## config.mk

```make
export PLATFORM = sky130hd
export DESIGN_NAME = agc_flag_hold
export DESIGN_NICKNAME = d
export VERILOG_FILES = /design/src/rtl/agc_hold_pkg.sv /design/src/rtl/hold_sync.sv /design/src/rtl/flag_stretch.sv /design/src/rtl/agc_hold_fsm.sv /design/src/rtl/agc_flag_hold.sv
export SDC_FILE = /design/constraint.sdc
export NUM_CORES = 1
export LEC_CHECK = 0
export ABC_AREA = 1
export BUFFER_PORTS_ARGS = -buffer_cell sky130_fd_sc_hd__buf_2
export CAP_MARGIN = 10
export CORE_AREA = 10 10 47 49
export CTS_BUF_LIST = sky130_fd_sc_hd__clkbuf_2 sky130_fd_sc_hd__clkbuf_4 sky130_fd_sc_hd__clkbuf_8
export DETAILED_ROUTE_END_ITERATION = 16
export DIE_AREA = 0 0 57 59
export GPL_ROUTABILITY_DRIVEN = 0
export PLACE_DENSITY_LB_ADDON = 0.25
export SLEW_MARGIN = 10
export SYNTH_ARGS = -nofsm -noshare
export SYNTH_HDL_FRONTEND = slang
export SYNTH_HIERARCHICAL = 1
export SYNTH_SLANG_ARGS = --single-unit
```

## constraint.sdc

```tcl
create_clock -name clk -period 1.35 [get_ports clk]
set_input_delay 0.27 -clock clk [delete_from_list [all_inputs] [get_ports clk]]
set_output_delay 0.27 -clock clk [all_outputs]
set_load 0.005 [all_outputs]
```

## src/rtl/agc_hold_pkg.sv

```systemverilog
package agc_hold_pkg;

    typedef enum logic [2:0] {
        ST_PASS,
        ST_OPEN,
        ST_PEND,
        ST_KEEP,
        ST_HELD
    } hold_st_t;

    localparam logic [1:0] MODE_KEEP = 2'b01;

    localparam int DIR_UP = 1;
    localparam int DIR_DN = 0;

endpackage

```

## src/rtl/hold_sync.sv

```systemverilog
module hold_sync #(
    parameter int STAGES = 2
) (
    input  logic clk,
    input  logic rst_n,
    input  logic d,
    output logic q
);
    localparam int LAST = STAGES - 1;

    logic [LAST:0] chain;

    generate
        if (STAGES == 1) begin : g_single
            always_ff @(posedge clk or negedge rst_n) begin
                if (!rst_n) chain <= '0;
                else        chain <= d;
            end
        end else begin : g_multi
            always_ff @(posedge clk or negedge rst_n) begin
                if (!rst_n) chain <= '0;
                else        chain <= {chain[LAST-1:0], d};
            end
        end
    endgenerate

    assign q = chain[LAST];
endmodule

```

## src/rtl/flag_stretch.sv

```systemverilog
module flag_stretch (
    input  logic clk,
    input  logic rst_n,
    input  logic stb,
    input  logic ev,
    output logic flag
);
    logic armed;

    always_ff @(posedge clk or negedge rst_n) begin
        if (!rst_n) begin
            armed <= 1'b0;
            flag  <= 1'b0;
        end else if (stb) begin
            flag  <= armed | ev;
            armed <= 1'b0;
        end else begin
            armed <= armed | ev;
        end
    end

    // the flag only moves at sample boundaries
    assert_flag_period_R2: assert property (@(posedge clk) disable iff (!rst_n)
        !$past(stb) |-> $stable(flag));
endmodule

```

## src/rtl/agc_hold_fsm.sv

```systemverilog
module agc_hold_fsm
    import agc_hold_pkg::*;
(
    input  logic       clk,
    input  logic       rst_n,
    input  logic [1:0] mode,
    input  logic       hold,
    input  logic       up,
    input  logic       dn,
    output logic [1:0] ev,
    output logic       apply_stb,
    output logic       apply_up
);
    hold_st_t state, state_n;
    logic     pend_up, pend_up_n;
    logic     app_n, app_up_n;
    logic     req_up, req_dn, req_any, keep_mode;

    assign req_up    = up & ~dn;
    assign req_dn    = dn & ~up;
    assign req_any   = req_up | req_dn;
    assign keep_mode = (mode == MODE_KEEP);

    always_ff @(posedge clk or negedge rst_n) begin
        if (!rst_n) begin
            state     <= ST_PASS;
            pend_up   <= 1'b0;
            apply_stb <= 1'b0;
            apply_up  <= 1'b0;
        end else begin
            state     <= state_n;
            pend_up   <= pend_up_n;
            apply_stb <= app_n;
            apply_up  <= app_up_n;
        end
    end

    always_comb begin
        state_n   = state;
        pend_up_n = pend_up;
        app_n     = 1'b0;
        app_up_n  = apply_up;
        if (!keep_mode) begin
            state_n = ST_PASS;
            if (req_any) begin
                app_n    = 1'b1;
                app_up_n = req_up;
            end
        end else begin
            unique case (state)
                ST_PASS, ST_OPEN: begin
                    if (hold) begin
                        state_n = ST_HELD;
                    end else if (req_any) begin
                        state_n   = ST_PEND;
                        pend_up_n = req_up;
                    end else begin
                        state_n = ST_OPEN;
                    end
                end
                ST_PEND: begin
                    if (hold)         state_n   = ST_KEEP;
                    else if (req_any) pend_up_n = req_up;
                end
                ST_KEEP: begin
                    if (!hold) begin
                        state_n  = ST_OPEN;
                        app_n    = 1'b1;
                        app_up_n = pend_up;
                    end
                end
                ST_HELD: begin
                    if (!hold) state_n = ST_OPEN;
                end
                default: state_n = ST_PASS;
            endcase
        end
    end

    always_comb begin
        ev = 2'b00;
        if (!keep_mode) begin
            ev[DIR_UP] = req_up;
            ev[DIR_DN] = req_dn;
        end else if (state == ST_PEND && hold) begin
            ev[DIR_UP] = pend_up;
            ev[DIR_DN] = ~pend_up;
        end
    end

    // any mode other than keep returns the machine to pass-through
    assert_pass_outside_keep_R10: assert property (@(posedge clk) disable iff (!rst_n)
        !keep_mode |=> (state == ST_PASS));

    // a pending step is flagged and kept once hold is high
    assert_pend_to_keep_R4: assert property (@(posedge clk) disable iff (!rst_n)
        (keep_mode && state == ST_PEND && hold) |=> (state == ST_KEEP));

    // nothing commits while hold is high in keep mode
    assert_no_apply_held_R8: assert property (@(posedge clk) disable iff (!rst_n)
        (keep_mode && hold) |=> !apply_stb);

    // every commit comes from a direct request or from a kept step
    assert_apply_cause_R5: assert property (@(posedge clk) disable iff (!rst_n)
        apply_stb |-> ($past(!keep_mode && (up ^ dn)) || ($past(state) == ST_KEEP)));
endmodule

```

## src/rtl/agc_flag_hold.sv

```systemverilog
module agc_flag_hold
    import agc_hold_pkg::*;
#(
    parameter int SYNC_STAGES = 2
) (
    input  logic       clk,
    input  logic       rst_n,
    input  logic       sample_stb,
    input  logic       gain_up_req,
    input  logic       gain_dn_req,
    input  logic [1:0] agc_mode,
    input  logic       hold_pin,
    input  logic       hold_bit,
    output logic       flag_inc,
    output logic       flag_dec,
    output logic       apply_stb,
    output logic       apply_up
);
    localparam int NUM_DIR = 2;

    logic               pin_sync;
    logic               hold_any;
    logic [NUM_DIR-1:0] ev;
    logic [NUM_DIR-1:0] flags;

    hold_sync #(.STAGES(SYNC_STAGES)) u_sync (
        .clk   (clk),
        .rst_n (rst_n),
        .d     (hold_pin),
        .q     (pin_sync)
    );

    assign hold_any = pin_sync | hold_bit;

    agc_hold_fsm u_fsm (
        .clk       (clk),
        .rst_n     (rst_n),
        .mode      (agc_mode),
        .hold      (hold_any),
        .up        (gain_up_req),
        .dn        (gain_dn_req),
        .ev        (ev),
        .apply_stb (apply_stb),
        .apply_up  (apply_up)
    );

    generate
        for (genvar g = 0; g < NUM_DIR; g++) begin : g_flag
            flag_stretch u_flag (
                .clk   (clk),
                .rst_n (rst_n),
                .stb   (sample_stb),
                .ev    (ev[g]),
                .flag  (flags[g])
            );
        end
    endgenerate

    assign flag_inc = flags[DIR_UP];
    assign flag_dec = flags[DIR_DN];
endmodule

```

Word level (Yosys, flattened, before mapping). Index checks and enable logic that the tools add are counted. W data, S select, Z words.

Register bits after elaboration: 12. Output and inout bits: 4. Logic and storage cells: 55.

Equality and inequality tests: 9. Mux-type cells: 18. Bitwise operators: 10. Reduce and logical (&&, ||, !) cells: 9.

Operators by type and width (number): $mux W3 (4); $mux W1 (10); $pmux W3 S3 (1); $eq A3 B2 Y1 const B (2); $mux W2 (3); $ne A2 B2 Y1 const B (2); $not A1 Y1 (4); $or A1 B1 Y1 (4); $reduce_and A4 Y1 (1); $reduce_or A2 Y1 (2); $eq A3 B1 Y1 const B (1); $eq A3 B3 Y1 const B (1); $logic_not A3 Y1 (1); $ne A3 B2 Y1 const B (1); $ne A3 B3 Y1 const B (1); $reduce_and A3 Y1 (1); $reduce_or A3 Y1 (1); $and A1 B1 Y1 (2); $eq A2 B1 Y1 const B (1); $reduce_and A2 Y1 (1); $reduce_bool A2 Y1 (1); $logic_and A1 B1 Y1 (1).

Depth between registers and ports, before layout. Gate-level depths: netlist of run 1.

Word-level depth: 7. Gate-level depth with buffers: 9. Depth with buffers taken out: 9.

Hierarchy. The synthesis of run 1 kept the hierarchy.

Modules (own cells, without submodules): agc_hold_fsm (instances 1, cells each 69, area an instance 449.2 um^2); flag_stretch (instances 2, cells each 8, area an instance 73.8 um^2); hold_sync (instances 1, cells each 2, area an instance 50.0 um^2); agc_flag_hold (instances 1, cells each 3, area an instance 11.3 um^2).

Worst setup path before layout of run 1. No wires, ideal clock.

Path kind: register to register. Start: register u_fsm.state[2]. End: register g_flag[1].u_flag.armed. Data arrival time: 0.996 ns. Slack: 0.283 ns. Stages on the path, launching flop included: 8. Clock period less this slack: 1.067 ns. Cells stage by stage: dfrtp_1 inv_2 nand2_2 nor2_2 nand2_1 o21ai_1 nor2_1 nor2_1.

Cells in the longest elaborated chain, start to end: 6.

Ends and longest elaborated chain: start, declared (RTL line agc_hold_fsm.sv:14) `hold_st_t state, state_n;`; start signal, assigned (RTL line agc_hold_fsm.sv:31) `state <= state_n;`; $eq A3 B2 Y1 (RTL line agc_hold_fsm.sv:85) `end else if (state == ST_PEND && hold) begin`; $logic_and A1 B1 Y1 (RTL line agc_hold_fsm.sv:85); $mux W2 (RTL line agc_hold_fsm.sv:85); $mux W2 (RTL line agc_hold_fsm.sv:82) `if (!keep_mode) begin`; via ev[1] (RTL line agc_flag_hold.sv:23) `logic [NUM_DIR-1:0] ev;`; $or A1 B1 Y1 (RTL line flag_stretch.sv:18) `armed <= armed | ev;`; $mux W1 (RTL line flag_stretch.sv:14) `end else if (stb) begin`; end signal, assigned (RTL line flag_stretch.sv:18); end, declared (RTL line flag_stretch.sv:8) `logic armed;`.

The timed path passes the listed nets, and every way through them passes these cells. A chain may end at the register's enable or synchronous reset.

Final worst setup path of run 1.
Start: register u_fsm.state[2]. End: register g_flag[0].u_flag.flag.

Cells in the longest elaborated chain, start to end: 5.

Ends and longest elaborated chain: $eq A3 B2 Y1 (RTL line agc_hold_fsm.sv:85); $logic_and A1 B1 Y1 (RTL line agc_hold_fsm.sv:85); $mux W2 (RTL line agc_hold_fsm.sv:85); $mux W2 (RTL line agc_hold_fsm.sv:82); via ev[0] (RTL line agc_flag_hold.sv:23); $or A1 B1 Y1 (RTL line flag_stretch.sv:15) `flag <= armed | ev;`; end signal, assigned (RTL line flag_stretch.sv:15); end, declared (RTL line flag_stretch.sv:6) `output logic flag`.

The timed path passes the listed nets, and every way through them passes these cells.

==> metrics.md, run 1 <==
| Metric | Value |
|---|---|
| Worst skew pair latency | 270 ps |
| Post-route minimum period | 1220 ps |
| Initial antenna violation count | 0 |
| CTS tree | yes |
| Share of the synthesized area in the top cell type | 45.6% |
| Largest net degree at the start of global routing | 13 |
| Non-filler cells, final | 123 |
| Synth Register Bits | 12 |
| Maxcap violations | 0 |
| First-pass GRT wire length | 2440 um |
| Placed cell areas | 738 um2 |
| Crit path DAT | 1440 ps |
| Reg2reg start | u_fsm/state[2] |
| Top cells by count, synth | nand2_1, inv_1, dfrtp_1 |
| Clock buffer depth | 2 |
| CP Class | reg2reg |
| Routed length per placed instance | 11.5 um |
| Slew HR | 81.8% |
| Most numerous cell in the Yosys netlist | nand2_1 |
| CP max stage delay | 420 ps |
| Final hold vios | 0 |
| DRT antenna net count | 0 |
| Worst Setup End Kind | flip-flop |
| Crit path max-delay cell type | dfrtp_1 |
| Top cells by area, synth | dfrtp_1, nand2_1, inv_1 |
| Final Max Slew Viols | 0 |
| Overall Power | 825 uW |
| Die Y | 59 um |
| Post-CTS Setup Bufs | 0 |
| Setup_tns | 0 ps |
| Layout cell share with drive strength beyond 1 | 26.2% |
| Mean Syn Cell Area | 7.31 um2 |
| CP Cell Sequence | inv_2, nand2_2, nor2_4, nand2_1, o21ai_1, o21ai_1, nand2_1 |
| Port Buffers | 12 |
| Worst-path clk slew | 80 ps |
| Vias per cell | 5.01 |
| Synth Instances | 90 |
| Worst Tran Pin Value | 273 ps |
| Share of synthesized registers carrying an async set or reset | 100% |
| Nets | 119 |
| Critical Path RT | 1560 ps |
| Worst-path fanout max | 5 |
| Worst min path class | in2reg |
| GRT Residual Overflow | 0 |
| Finished Core Util | 56.3% |
| Largest area contributor in the netlist | dfrtp_1 |
| H-tree levels | 1 |
| Post-route clock period utilization | 90.7% |
| Synth warnings | 6 |
| Final WL | 1420 um |
| Placed Cells | 118 |
| Sink Count | 12 |
| Ant. Diodes | 0 |
| Crit path launch | u_fsm/state[2] |
| Top_reg_cell synth | dfrtp_1 |
| Vias in the first global route | 627 |
| Synthesized area | 658 um2 |
| Root Driver | clkbuf_4 |
| VDD IR max | 0.557 mV |
| Row count | 14 |
| Final Setup Violations | 0 |
| Synth cell types | 14 |
| Startpoint Class | flip-flop |
| Sequential share of the synthesized area | 45.6% |
| Hold Crit Start | hold_pin |
| Core area | 1400 um2 |
| Initial DRC count | 27 |
| Syn Nets | 101 |
| Number of enable flip-flop cells after synthesis | 0 |
| Area delta synth->final | 20.0% |
| Total number of vias | 616 |
| Fmax | 0.817 GHz |
| Leak Pwr | 0.000453 uW |
| Die area | 3360 um2 |
| Setup Skew | 6.20 ps |
| IO Pins | 13 |
| Total track usage | 9.16% |
| CTS Buf Count | 3 |
| Die width | 57 um |
| Initial DRT Pass Iterations | 4 |
| RSZ-0062 raised after global routing | false |
| Fin area | 790 um2 |
| Status | finished, final reports clean |
| Initial core utilization | 47.0% |
| Pwr/cell area | 1040 nW/um2 |
| Placed wire-length estimate | 1140 um |
| DRC Markers | 0 |
area by class of cell:
class,instances,area [um2]
Fill cell,145,612
Sequential cell,12,300
Multi-Input combinational cell,61,299
Timing Repair Buffer,13,70.1
Inverter,17,63.8
Clock buffer,4,36.3
Tap cell,16,20.0
worst paths after layout:
path	cells past startpoint	slack (ps)	endpoint
setup / recovery	7	130	g_flag[0].u_flag/flag
max in group asynchronous	2	740	u_sync/chain[1]
min in group asynchronous	2	390	g_flag[1].u_flag/armed
hold / removal	1	100	u_sync/chain[0]
hold reg to reg	0	350	u_sync/chain[1]
setup reg to reg	7	130	g_flag[0].u_flag/flag
routing by layer:
metal	track usage, %	vias to the layer above	share of wire [%]
li1	-	306	-
met1	7.91	281	39
met2	16.3	25	52
met3	4.08	4	6.5
met4	7.05	0	2.5
met5	0	-	0
power by group:
| group | leakage (uW) | internal [uW] | switching (uW) | total (uW) |
|---|---|---|---|---|
| clock | 0.0000210 | 164 | 122 | 286 |
| combinational | 0.000276 | 51.6 | 79.0 | 131 |
| sequential | 0.000155 | 389 | 18.8 | 408 |
placed cells by master (no fill, tap or decap), drive strengths merged:
cell and n:
clkbuf 4, dfrtp 12, o21ai 7, dlygate4sd3 1, nand2 31, nor2 15, ha 2, nand4 1
a21oi 2, inv 17, nand3 3, buf 12
worst max-delay path: cells and delay by family, from the launching register on:
family                 cells  cell delay [ps]
DFF                        1              420
AOI/OAI and AO/OA          2              280
buffers and inverters      1              110
and+or+nand+nor            4              350
cell families (layout without fill, tap and decap cells):
group / Yosys count / after routing / synth area share (%)
fa+ha+maj: 2 / 2 / 3.80
simple gates: 50 / 50 / 34.0
flops: 12 / 12 / 45.6
compound gates: 9 / 9 / 6.84
buf+inv: 17 / 34 / 9.70
repair_timing:
action                                  in CTS  in global routing
endpoints found under the setup margin       0                  3
hold buffers                                 1                  0
hold endpoints to repair                    12                  0
gates resized for setup                      0                  1
sequential cells by signal, indices dropped and copies added, names as in the netlist:
register and cells:
g_flag.u_flag/armed 2, g_flag.u_flag/flag 2, u_fsm/apply_stb 1, u_fsm/apply_up 1, u_fsm/pend_up 1, u_fsm/state 3
u_sync/chain 2
metrics by stage:
stage	hold WS, ps	setup slack (ps)
floorplan	-25.6	283
global placement	161	132
detailed placement	163	111
CTS	89.3	99.9
global route	76.1	28.4
finish	103	126
Power figures use the tool's default switching activity.
==> run 2: changes to the inputs <==
--- a/config.mk
+++ b/config.mk
@@ -8,10 +8,10 @@
 export ABC_AREA = 1
 export BUFFER_PORTS_ARGS = -buffer_cell sky130_fd_sc_hd__buf_2
 export CAP_MARGIN = 10
-export CORE_AREA = 10 10 47 49
+export CORE_AREA = 2 2 46 48
 export CTS_BUF_LIST = sky130_fd_sc_hd__clkbuf_2 sky130_fd_sc_hd__clkbuf_4 sky130_fd_sc_hd__clkbuf_8
 export DETAILED_ROUTE_END_ITERATION = 16
-export DIE_AREA = 0 0 57 59
+export DIE_AREA = 0 0 48 50
 export GPL_ROUTABILITY_DRIVEN = 0
 export PLACE_DENSITY_LB_ADDON = 0.25
 export SLEW_MARGIN = 10
==> run 2 against run 1 <==
Maximum frequency rose by 2.7%. Flip-flop and latch count unchanged. Global-route usage is 2.7 points higher. Setup slack improved by 33 ps. Sequential share of layout area is 0.42 points lower. Critical path depth stayed put.
==> metrics.md, run 2 (synthesis results as in run 1) <==
| Metric | Value |
|---|---|
| RSZ-0062 raised after global routing | false |
| Multi-input gate area | 294 um2 (-1.7%) |
| Placed wire-length estimate | 941 um (-18%) |
| Area delta synth->final | 21.3% |
| Final Max Slew Viols | 0 (unchanged) |
| Sink Count | 12 (unchanged) |
| Final WS setup | 158 ps (+32.7 ps) |
| Slew HR | 82.2% (+0.45 points) |
| Layout cell share with drive strength beyond 1 | 26.2% (unchanged) |
| CTS Buf Count | 3 (unchanged) |
| Critical Path RT | 1560 ps (about the same) |
| H-tree levels | 1 (unchanged) |
| Commonest cells after routing, fill and taps aside | nand2_1, inv_1, dfrtp_1, buf_2, nor2_1 |
| DRT antenna net count | 0 (unchanged) |
| Port Buffers | 12 (unchanged) |
| Crit path DAT | 1400 ps (-40 ps) |
| Die area | 2400 um2 (-29%) |
| Final hold vios | 0 (unchanged) |
| Row count | 16 (+2) |
| Die Y | 50 um (-15%) |
| Initial core utilization | 34.6% (-12 points) |
| Leak Pwr | 0.000452 uW (about the same) |
| Flip-flop count of the largest register after layout | 3 (unchanged) |
| Final WL | 1170 um (-17%) |
| Worst-path clk slew | 70 ps (about the same) |
| First-pass GRT wire length | 2060 um (-16%) |
| Worst Tran Pin Value | 267 ps (-6.68 ps) |
| CTS tree | yes |
| Routed length per placed instance | 8.75 um (-24%) |
| Worst-path fanout max | 5 (unchanged) |
| Worst Setup End Kind | flip-flop |
| Clock buffer depth | 2 (unchanged) |
| Root Driver | clkbuf_4 |
| Die width | 48 um (-16%) |
| Initial DRC count | 13 (-52%) |
| Post-route minimum period | 1190 ps (-32.7 ps) |
| DRC Markers | 0 (unchanged) |
| Initial DRT Pass Iterations | 4 (unchanged) |
| Setup_tns | 0 ps (unchanged) |
| Register area | 300 um2 (unchanged) |
| CP Class | reg2reg |
| IO Pins | 13 (unchanged) |
| GRT Residual Overflow | 0 (unchanged) |
| VDD IR max | 0.737 mV (+32%) |
| Initial antenna violation count | 0 (unchanged) |
| Post-route clock period utilization | 88.3% (-2.4 points) |
| Pwr/cell area | 1020 nW/um2 (-2.8%) |
| Startpoint Class | flip-flop |
| Worst skew pair latency | 270 ps (about the same) |
| Core area | 1900 um2 (+36%) |
| Commonest non-fill, non-tap cell in the layout | nand2_1 |
| Post-CTS Setup Bufs | 0 (unchanged) |
| Maxcap violations | 0 (unchanged) |
| Post-Place Worst Slack | 134 ps (+22.4 ps) |
| Status | finished, final reports clean |
| Final Setup Violations | 0 (unchanged) |
| Nets | 119 (unchanged) |
| Worst min path class | in2reg |
| Vias per cell | 4.37 (-13%) |
| Total number of vias | 586 (-4.9%) |
| Total track usage | 11.9% (+2.7 points) |
| Ant. Diodes | 0 (unchanged) |
| Fillers | 199 (+37%) |
| Setup Skew | 6.01 ps (-0.195 ps) |
| Vias in the first global route | 522 (-17%) |
| Top reg by flops | u_fsm/state |
| Largest net degree at the start of global routing | 13 (unchanged) |
| Fmax | 0.839 GHz (+2.7%) |
run 2: cell counts in the layout (fill, tap and decap cells not counted):
Identical to the previous run, type by type.
run 2: cell type report:
type	instances	share of cell area, %
sequential	12	37.6
tap	27	4.23
timing repair buffer	13	8.78
inverter	17	7.99
clock buffer	4	4.55
multi-input combinational	61	36.8
run 2: metal layers:
metal | up-vias | track usage, % | wire length [um]
li1 | 304 | - | -
met1 | 265 | 15.1 | 514
met2 | 17 | 18.7 | 574
met3 | 0 | 5.49 | 85
met4 | 0 | 1.35 | 0
met5 | - | 0 | 0
run 2: path summary, 6_finish.rpt:
check	startpoint	to	slack [ps]	depth (start not counted)
setup / recovery	u_fsm/state[2]	g_flag[0].u_flag/armed	160	7
setup reg to reg	u_fsm/state[2]	g_flag[0].u_flag/armed	160	7
hold reg to reg	u_sync/chain[0]	u_sync/chain[1]	350	0
max in group asynchronous	rst_n	u_fsm/state[0]	740	2
hold / removal	hold_pin	u_sync/chain[0]	110	1
min in group asynchronous	rst_n	u_fsm/apply_stb	390	2
run 2: repair_timing:
item                                   4_1_cts  5_1_grt
endpoints found under the hold margin       12        0
gates resized for setup                      0        0
hold buffers                                 1        0
run 2: worst max-delay path, stage by stage (launching register included):
cell,delay (ps)
dfrtp_1,410
inv_2,100
nand2_2,60
nor2_2,150
nand2_1,90
o21ai_1,180
nor2_1,70
nor2_1,80
run 2: power breakdown:
part,total [uW],switching (uW),internal [uW]
Clock,277,113,164
Combinational,126,74.8,50.9
Sequential,408,18.4,389
run 2: stage by stage:
step	power [uW]	area [um2]	instances	hold WS, ps	utilization (%)
finish	810	798	134	109	42.0
CTS	824	798	134	98.7	42.0
global placement	539	752	129	161	39.5
detailed placement	540	752	129	166	39.5
floorplan	488	658	90	-25.6	-
global route	867	798	134	90.7	42.0
